--- src/rtl/pmu_pkg.sv ---
package pmu_pkg;
  localparam int DW = 64;
  localparam int AW = 8;

  localparam logic [AW-1:0] A_PMC_BASE  = 8'h10;
  localparam logic [AW-1:0] A_PMCW_BASE = 8'h18;
  localparam logic [AW-1:0] A_SEL_BASE  = 8'h20;
  localparam logic [AW-1:0] A_FIX       = 8'h30;
  localparam logic [AW-1:0] A_FCTL      = 8'h38;
  localparam logic [AW-1:0] A_GCTL      = 8'h40;
  localparam logic [AW-1:0] A_STAT      = 8'h41;
  localparam logic [AW-1:0] A_CLR       = 8'h42;

  localparam logic [DW-1:0] GCTL_MASK = 64'h0000_0007_0000_0007;
  localparam logic [DW-1:0] SEL_MASK  = 64'h0000_0000_0053_FFFF;
  localparam logic [DW-1:0] FCTL_MASK = 64'h0000_0000_0000_000B;

  localparam int GCTL_FIX_BIT = 32;
  localparam int FIX_OVF_BIT  = 32;

  localparam int SEL_USR = 16;
  localparam int SEL_KRN = 17;
  localparam int SEL_IE  = 20;
  localparam int SEL_EN  = 22;

  localparam int FCTL_KRN = 0;
  localparam int FCTL_USR = 1;
  localparam int FCTL_IE  = 3;

  localparam logic [15:0] EV_INST   = 16'h00C0;
  localparam logic [15:0] EV_BRANCH = 16'h8188;
  localparam logic [15:0] EV_CYCLE  = 16'h003C;
endpackage

--- src/rtl/pmu_ctr.sv ---
module pmu_ctr #(
  parameter int CNT_W = 48
) (
  input  logic             clk,
  input  logic             rst_n,
  input  logic             inc,
  input  logic             ld_lo,
  input  logic             ld_full,
  input  logic [CNT_W-1:0] wdata,
  output logic [CNT_W-1:0] cnt,
  output logic             wrap
);
  localparam int LO_W = 32;
  localparam int HI_W = CNT_W - LO_W;

  logic [CNT_W-1:0] cnt_q, cnt_d;
  logic             cnt_en;

  always_comb begin
    cnt_d  = cnt_q;
    wrap   = 1'b0;
    cnt_en = ld_full | ld_lo | inc;
    if (ld_full) begin
      cnt_d = wdata;
    end else if (ld_lo) begin
      cnt_d = {{HI_W{wdata[LO_W-1]}}, wdata[LO_W-1:0]};
    end else if (inc) begin
      {wrap, cnt_d} = {1'b0, cnt_q} + {{CNT_W{1'b0}}, 1'b1};
    end
  end

  always_ff @(posedge clk or negedge rst_n) begin
    if (!rst_n) begin
      cnt_q <= '0;
    end else if (cnt_en) begin
      cnt_q <= cnt_d;
    end
  end

  assign cnt = cnt_q;
endmodule

--- src/rtl/pmu_evsel.sv ---
module pmu_evsel
  import pmu_pkg::*;
(
  input  logic          clk,
  input  logic          rst_n,
  input  logic          we,
  input  logic [DW-1:0] wdata,
  input  logic          gate,
  input  logic          priv_user,
  input  logic          ev_inst,
  input  logic          ev_branch,
  input  logic          ev_cycle,
  output logic [DW-1:0] sel,
  output logic          inc,
  output logic          ie
);
  logic [DW-1:0] sel_q;
  logic          ev_hit, priv_ok;

  always_comb begin
    unique case (sel_q[15:0])
      EV_INST:   ev_hit = ev_inst;
      EV_BRANCH: ev_hit = ev_branch;
      EV_CYCLE:  ev_hit = ev_cycle;
      default:   ev_hit = 1'b0;
    endcase
    priv_ok = priv_user ? sel_q[SEL_USR] : sel_q[SEL_KRN];
    inc     = gate & sel_q[SEL_EN] & priv_ok & ev_hit;
  end

  always_ff @(posedge clk or negedge rst_n) begin
    if (!rst_n) begin
      sel_q <= '0;
    end else if (we) begin
      sel_q <= wdata;
    end
  end

  assign sel = sel_q;
  assign ie  = sel_q[SEL_IE];
endmodule

--- src/rtl/pmu_regif.sv ---
module pmu_regif
  import pmu_pkg::*;
#(
  parameter int CNT_W   = 48,
  parameter int NUM_PMC = 2
) (
  input  logic                            clk,
  input  logic                            rst_n,
  input  logic                            acc_wr,
  input  logic                            acc_rd,
  input  logic [AW-1:0]                   acc_addr,
  input  logic [DW-1:0]                   acc_wdata,
  input  logic [NUM_PMC-1:0][CNT_W-1:0]   pmc_cnt,
  input  logic [NUM_PMC-1:0][DW-1:0]      sel_all,
  input  logic [CNT_W-1:0]                fix_cnt,
  input  logic [DW-1:0]                   fctl,
  input  logic [DW-1:0]                   gctl,
  input  logic [DW-1:0]                   ovf,
  output logic [NUM_PMC-1:0]              we_pmc_lo,
  output logic [NUM_PMC-1:0]              we_pmc_full,
  output logic [NUM_PMC-1:0]              we_sel,
  output logic                            we_fix,
  output logic                            we_fctl,
  output logic                            we_gctl,
  output logic                            we_clr,
  output logic                            rsp_valid,
  output logic                            rsp_err,
  output logic [DW-1:0]                   rsp_data
);
  logic          hit, bad;
  logic [DW-1:0] rd_val;
  logic          rsp_valid_d, rsp_err_d;
  logic [DW-1:0] rsp_data_d;
  logic          rsp_valid_q, rsp_err_q;
  logic [DW-1:0] rsp_data_q;

  always_comb begin
    hit         = 1'b0;
    bad         = 1'b0;
    rd_val      = '0;
    we_pmc_lo   = '0;
    we_pmc_full = '0;
    we_sel      = '0;
    we_fix      = 1'b0;
    we_fctl     = 1'b0;
    we_gctl     = 1'b0;
    we_clr      = 1'b0;
    for (int i = 0; i < NUM_PMC; i++) begin
      if (acc_addr == A_PMC_BASE + AW'(i)) begin
        hit          = 1'b1;
        rd_val       = DW'(pmc_cnt[i]);
        we_pmc_lo[i] = acc_wr;
      end
      if (acc_addr == A_PMCW_BASE + AW'(i)) begin
        hit            = 1'b1;
        rd_val         = DW'(pmc_cnt[i]);
        we_pmc_full[i] = acc_wr;
      end
      if (acc_addr == A_SEL_BASE + AW'(i)) begin
        hit    = 1'b1;
        rd_val = sel_all[i];
        if ((acc_wdata & ~SEL_MASK) != '0) bad = 1'b1;
        else                               we_sel[i] = acc_wr;
      end
    end
    if (acc_addr == A_FIX) begin
      hit    = 1'b1;
      rd_val = DW'(fix_cnt);
      we_fix = acc_wr;
    end
    if (acc_addr == A_FCTL) begin
      hit    = 1'b1;
      rd_val = fctl;
      if ((acc_wdata & ~FCTL_MASK) != '0) bad = 1'b1;
      else                                we_fctl = acc_wr;
    end
    if (acc_addr == A_GCTL) begin
      hit    = 1'b1;
      rd_val = gctl;
      if ((acc_wdata & ~GCTL_MASK) != '0) bad = 1'b1;
      else                                we_gctl = acc_wr;
    end
    if (acc_addr == A_STAT) begin
      hit    = 1'b1;
      rd_val = ovf;
      bad    = 1'b1;
    end
    if (acc_addr == A_CLR) begin
      hit    = 1'b1;
      we_clr = acc_wr;
    end

    rsp_valid_d = acc_wr | acc_rd;
    rsp_err_d   = acc_wr ? (~hit | bad) : (acc_rd & ~hit);
    rsp_data_d  = (acc_rd & ~acc_wr) ? rd_val : '0;
  end

  always_ff @(posedge clk or negedge rst_n) begin
    if (!rst_n) begin
      rsp_valid_q <= 1'b0;
      rsp_err_q   <= 1'b0;
      rsp_data_q  <= '0;
    end else begin
      rsp_valid_q <= rsp_valid_d;
      rsp_err_q   <= rsp_err_d;
      rsp_data_q  <= rsp_data_d;
    end
  end

  assign rsp_valid = rsp_valid_q;
  assign rsp_err   = rsp_err_q;
  assign rsp_data  = rsp_data_q;
endmodule

--- src/rtl/pmu_unit.sv ---
module pmu_unit
  import pmu_pkg::*;
#(
  parameter int CNT_W   = 48,
  parameter int NUM_PMC = 2
) (
  input  logic          clk,
  input  logic          rst_n,
  input  logic          acc_wr,
  input  logic          acc_rd,
  input  logic [7:0]    acc_addr,
  input  logic [63:0]   acc_wdata,
  output logic          rsp_valid,
  output logic          rsp_err,
  output logic [63:0]   rsp_data,
  input  logic          ev_inst,
  input  logic          ev_branch,
  input  logic          ev_cycle,
  input  logic          priv_user,
  output logic          irq
);
  logic [NUM_PMC-1:0][CNT_W-1:0] pmc_cnt;
  logic [NUM_PMC-1:0][DW-1:0]    sel_all;
  logic [NUM_PMC-1:0]            we_pmc_lo, we_pmc_full, we_sel;
  logic [NUM_PMC-1:0]            pmc_inc, pmc_wrap, pmc_ie;
  logic                          we_fix, we_fctl, we_gctl, we_clr;
  logic [CNT_W-1:0]              fix_cnt;
  logic                          fix_inc, fix_wrap;
  logic [DW-1:0]                 gctl_q, fctl_q, ovf_q, ovf_d;
  logic [DW-1:0]                 set_v, ie_v;
  logic                          ovf_en;

  pmu_regif #(.CNT_W(CNT_W), .NUM_PMC(NUM_PMC)) u_regif (
    .clk        (clk),
    .rst_n      (rst_n),
    .acc_wr     (acc_wr),
    .acc_rd     (acc_rd),
    .acc_addr   (acc_addr),
    .acc_wdata  (acc_wdata),
    .pmc_cnt    (pmc_cnt),
    .sel_all    (sel_all),
    .fix_cnt    (fix_cnt),
    .fctl       (fctl_q),
    .gctl       (gctl_q),
    .ovf        (ovf_q),
    .we_pmc_lo  (we_pmc_lo),
    .we_pmc_full(we_pmc_full),
    .we_sel     (we_sel),
    .we_fix     (we_fix),
    .we_fctl    (we_fctl),
    .we_gctl    (we_gctl),
    .we_clr     (we_clr),
    .rsp_valid  (rsp_valid),
    .rsp_err    (rsp_err),
    .rsp_data   (rsp_data)
  );

  for (genvar g = 0; g < NUM_PMC; g++) begin : g_pmc
    pmu_evsel u_sel (
      .clk      (clk),
      .rst_n    (rst_n),
      .we       (we_sel[g]),
      .wdata    (acc_wdata),
      .gate     (gctl_q[g]),
      .priv_user(priv_user),
      .ev_inst  (ev_inst),
      .ev_branch(ev_branch),
      .ev_cycle (ev_cycle),
      .sel      (sel_all[g]),
      .inc      (pmc_inc[g]),
      .ie       (pmc_ie[g])
    );
    pmu_ctr #(.CNT_W(CNT_W)) u_ctr (
      .clk    (clk),
      .rst_n  (rst_n),
      .inc    (pmc_inc[g]),
      .ld_lo  (we_pmc_lo[g]),
      .ld_full(we_pmc_full[g]),
      .wdata  (acc_wdata[CNT_W-1:0]),
      .cnt    (pmc_cnt[g]),
      .wrap   (pmc_wrap[g])
    );
  end

  assign fix_inc = ev_inst & gctl_q[GCTL_FIX_BIT] &
                   (priv_user ? fctl_q[FCTL_USR] : fctl_q[FCTL_KRN]);

  pmu_ctr #(.CNT_W(CNT_W)) u_fix (
    .clk    (clk),
    .rst_n  (rst_n),
    .inc    (fix_inc),
    .ld_lo  (1'b0),
    .ld_full(we_fix),
    .wdata  (acc_wdata[CNT_W-1:0]),
    .cnt    (fix_cnt),
    .wrap   (fix_wrap)
  );

  always_comb begin
    set_v = '0;
    ie_v  = '0;
    for (int i = 0; i < NUM_PMC; i++) begin
      set_v[i] = pmc_wrap[i];
      ie_v[i]  = pmc_ie[i];
    end
    set_v[FIX_OVF_BIT] = fix_wrap;
    ie_v[FIX_OVF_BIT]  = fctl_q[FCTL_IE];
    ovf_d  = (ovf_q & ~(we_clr ? acc_wdata : '0)) | set_v;
    ovf_en = we_clr | (set_v != '0);
  end

  always_ff @(posedge clk or negedge rst_n) begin
    if (!rst_n) begin
      gctl_q <= '0;
      fctl_q <= '0;
      ovf_q  <= '0;
    end else begin
      if (we_gctl) gctl_q <= acc_wdata;
      if (we_fctl) fctl_q <= acc_wdata;
      if (ovf_en)  ovf_q  <= ovf_d;
    end
  end

  assign irq = |(ovf_q & ie_v);
endmodule

--- config.mk ---
export PLATFORM = sky130hd
export DESIGN_NAME = pmu_unit
export DESIGN_NICKNAME = d
export VERILOG_FILES = /design/src/rtl/pmu_pkg.sv /design/src/rtl/pmu_ctr.sv /design/src/rtl/pmu_evsel.sv /design/src/rtl/pmu_regif.sv /design/src/rtl/pmu_unit.sv
export SDC_FILE = /design/constraint.sdc
export NUM_CORES = 1
export LEC_CHECK = 0
export BUFFER_PORTS_ARGS = -buffer_cell sky130_fd_sc_hd__buf_4
export CORE_MARGIN = 3
export CORE_UTILIZATION = 64
export CTS_BUF_LIST = sky130_fd_sc_hd__clkbuf_8
export DETAILED_ROUTE_END_ITERATION = 12
export PLACE_DENSITY = 0.86
export SLEW_MARGIN = 20
export SYNTH_ARGS = -nofsm -noshare
export SYNTH_HDL_FRONTEND = slang
export SYNTH_HIERARCHICAL = 1
export SYNTH_SLANG_ARGS = --single-unit
--- constraint.sdc ---
create_clock -name clk -period 3.2 [get_ports clk]
set_input_delay 0.64 -clock clk [delete_from_list [all_inputs] [get_ports clk]]
set_output_delay 0.64 -clock clk [all_outputs]
set_load 0.03 [all_outputs]
==> results.json <==
{
  "run_status": "finished clean",
  "io_pins": 147,
  "final_area_um2": 32640,
  "antenna_found_initial": 1,
  "clkPwrFrac_pct": 42.2,
  "ys.flop_type": "dfrtp_1",
  "path_cells": "buf_4 > nor4_2 > buf_4 > nand4_1 > or4_1 > or3_1 > nor3_2 > buf_4 > buf_12 > mux2_4",
  "ys_types": 76,
  "hold_viol_final": 0,
  "async_flop_share_pct": 100.0,
  "worst_pin_slew_ns": 0.8842,
  "rsz0062_at_grt": "false",
  "cts_buffer_depth": 3,
  "maxCapViolations": 0,
  "period_share_pct": 96.62,
  "slowest_stage": "or4_1",
  "dp_slack_ns": -0.7578,
  "post_drt_wl_per_cell_um": 27.66,
  "end_kind": "flop",
  "grt_use_total_pct": 40.74,
  "clkLatencyLatePin_ns": 0.71,
  "combPwrFrac_pct": 8.1,
  "synth-edff-count": 0,
  "yosys_register_bits": 530,
  "numCtsBuffers": 89,
  "drtAntennaViolNets": 0,
  "postLayoutSetupSlackWorst_ns": 0.1081,
  "internal_power_w": 0.01076,
  "p_leak_nw": 14.31,
  "crit_required_ns": 3.78,
  "cts_sinks": 530,
  "fp.dieH_um": 216.0,
  "startpoint_type": "input pin",
  "path_clk_slew_ns": 0.06,
  "grt_pass1_vias": 24790,
  "mostFrequentLayoutCells": "dfrtp_1 (530), buf_4 (278), nand2_1 (202), nor2_1 (154), a21oi_1 (152)",
  "dieArea_um2": 46650,
  "grt_first_pass_wirelength_mm": 146.9,
  "critPathMaxFanout": 19,
  "start_util_pct": 65.08,
  "seq_area_frac_synth_pct": 47.00,
  "p_sw_share_pct": 27.70,
  "syn_inst": 2625,
  "path_class": "in -> reg",
  "fin_crit_ns": 3.092,
  "peakVddDrop_mv": 0.3916,
  "vias_per_cell": 7.085,
  "cpPeakStageDelay_ns": 0.62,
  "setup_viol": 0,
  "rows": 76,
  "postPlaceCellArea_um2": 30790,
  "p_sw_w": 0.004122,
  "die_width_um": 216.0,
  "num_antenna_cells": 0,
  "ys_top_cells_by_area": "dfrtp_1 (47%), mux2_4 (6.4%), mux2_2 (5.5%)",
  "synth_area_per_cell_um2": 10.75,
  "yosys.area.top_type_share_pct": 47.00,
  "syn_area_um2": 28220,
  "fillers": 2924,
  "clockRootBuffer": "clkbuf_8",
  "num_vias": 24730,
  "syn2layout_area_growth_pct": 15.66,
  "cts_tree": "done",
  "p_per_area_nw_per_um2": 455.9,
  "hpwl_mm": 64.89,
  "drive_above_1_share_pct": 27.08,
  "layout_commonest_cell": "dfrtp_1",
  "relSlewSlack_pct": 40.60,
  "place.gp.congestion": 1.015,
  "yosys.area.top_type": "dfrtp_1",
  "grt.overflow.total": 0,
  "wl_mm": 96.57,
  "grt_max_degree": 142,
  "coreArea_um2": 43360,
  "drt_iter0_markers": 3438,
  "tns_ns": 0,
  "yosysWarnings": 6,
  "clock_skew_ns": 0.03741,
  "fmax_mhz": 323.4,
  "cp.arrival_ns": 3.68,
  "nets": 2928,
  "critical_path.most_common_cell": "buf_4",
  "hold_path_class": "in -> reg",
  "finalMaxSlewViolations": 0,
  "htreeDepth": 3,
  "drtPass1Iterations": 6,
  "p_seq_share_pct": 49.6,
  "port_buffers": 146,
  "drc": 0
}
-- power by group through the flow --
stage	combinational, W	clock (W)	sequential, W
floorplan	0.000563	0	0.00733
global placement	0.00113	0	0.00746
detailed placement	0.00117	0	0.00748
CTS	0.00118	0.00633	0.00736
global route	0.00130	0.00662	0.00740
finish	0.00121	0.00629	0.00739
-- through the flow --
stage / power (W) / instances / utilization (%) / hold slack [ns]
final: 0.01488 / 3491 / 75.27 / 0.1842
after global routing: 0.01532 / 3491 / 75.27 / 0.1790
after CTS: 0.01487 / 3490 / 75.24 / 0.1527
after floorplan: 0.007896 / 2632 / - / 0.3444
after global placement: 0.008589 / 3337 / 71.00 / 0.4594
after detailed placement: 0.008642 / 3337 / 71.00 / 0.4575
-- synthesized netlist by cell type (49+ instances only) --
cell      number
nor2_1       161
o221ai_1      54
xor2_1        57
dfrtp_1      530
nand4_1       87
o21ai_0      122
nand3_1       68
a21boi_0      64
mux2_2       139
a21oi_1      152
and3_1        49
mux2_4       120
nand2_1      203
a221oi_1      69
clkbuf_1     107
nor3_1        57
-- worst max-delay path, delay by kind of cell --
kind / cells / cell delay, ns
buffers and inverters: 4 / 0.72
multiplexers: 1 / 0.33
AND/OR/NAND/NOR: 5 / 1.94
-- final timing paths --
kind / startpoint / to / slack [ns] / depth (start not counted)
max in group asynchronous: rst_n / g_pmc[0].u_sel/sel[5] / 1.87 / 3
max: acc_wdata[49] / fctl_q[16] / 0.11 / 10
min reg2reg: g_pmc[1].u_sel/sel[24] / g_pmc[1].u_sel/sel[24] / 0.50 / 1
max reg2reg: g_pmc[1].u_sel/sel[2] / g_pmc[1].u_ctr/cnt[33] / 0.19 / 10
min: acc_wdata[51] / ovf_q[51] / 0.18 / 2
min in group asynchronous: rst_n / u_regif/rsp_data[30] / 0.36 / 2
-- what timing repair did --
item,in CTS,in global routing
gates resized for setup,1,1
hold endpoints to repair,2,0
cloned,0,0
setup endpoints to repair,32,2
hold buffers,1,0
pin swaps,0,1
buffers inserted,0,1
-- final cells by class --
type	instances	area, um2	share of cell area (%)
Sequential cell	530	13260	40.63
Clock inverter	41	295.3	0.9047
Inverter	19	71.32	0.2185
Multi-Input combinational cell	1894	14020	42.95
Timing Repair Buffer	311	2733	8.372
Tap cell	585	732.0	2.243
Clock buffer	111	1528	4.681
-- state kept, by name, summed over array words and instances (netlist names) --
name / count
fctl_q: 64
u_regif/rsp_data: 64
g_pmc.u_ctr/cnt: 96
g_pmc.u_sel/sel: 128
ovf_q: 64
u_regif/rsp_valid: 1
u_regif/rsp_err: 1
gctl_q: 64
u_fix/cnt: 48
-- routing by layer --
metal	GRT usage, %	vias up	share of wire, %
met4	22.17	0	6.6
met5	0	-	0
met1	53.47	12150	37
met3	10.76	442	12
li1	-	10340	-
met2	62.29	1801	44
-- kinds of logic (layout without fill, tap and decap cells) --
kind of cell / count (synthesis) / in the layout / synth area share (%)
AND/OR/NAND/NOR: 815 / 815 / 15.48
AO/OA/AOI/OAI: 686 / 686 / 17.60
flip-flops: 530 / 530 / 47.00
multiplexers: 280 / 280 / 12.68
buffers and inverters: 208 / 482 / 3.941
XOR/XNOR: 102 / 102 / 3.166
adder cells (fa/ha/maj): 3 / 3 / 0.1330
other: 1 / 8 / 0.01329
Power figures use the tool's default switching activity.
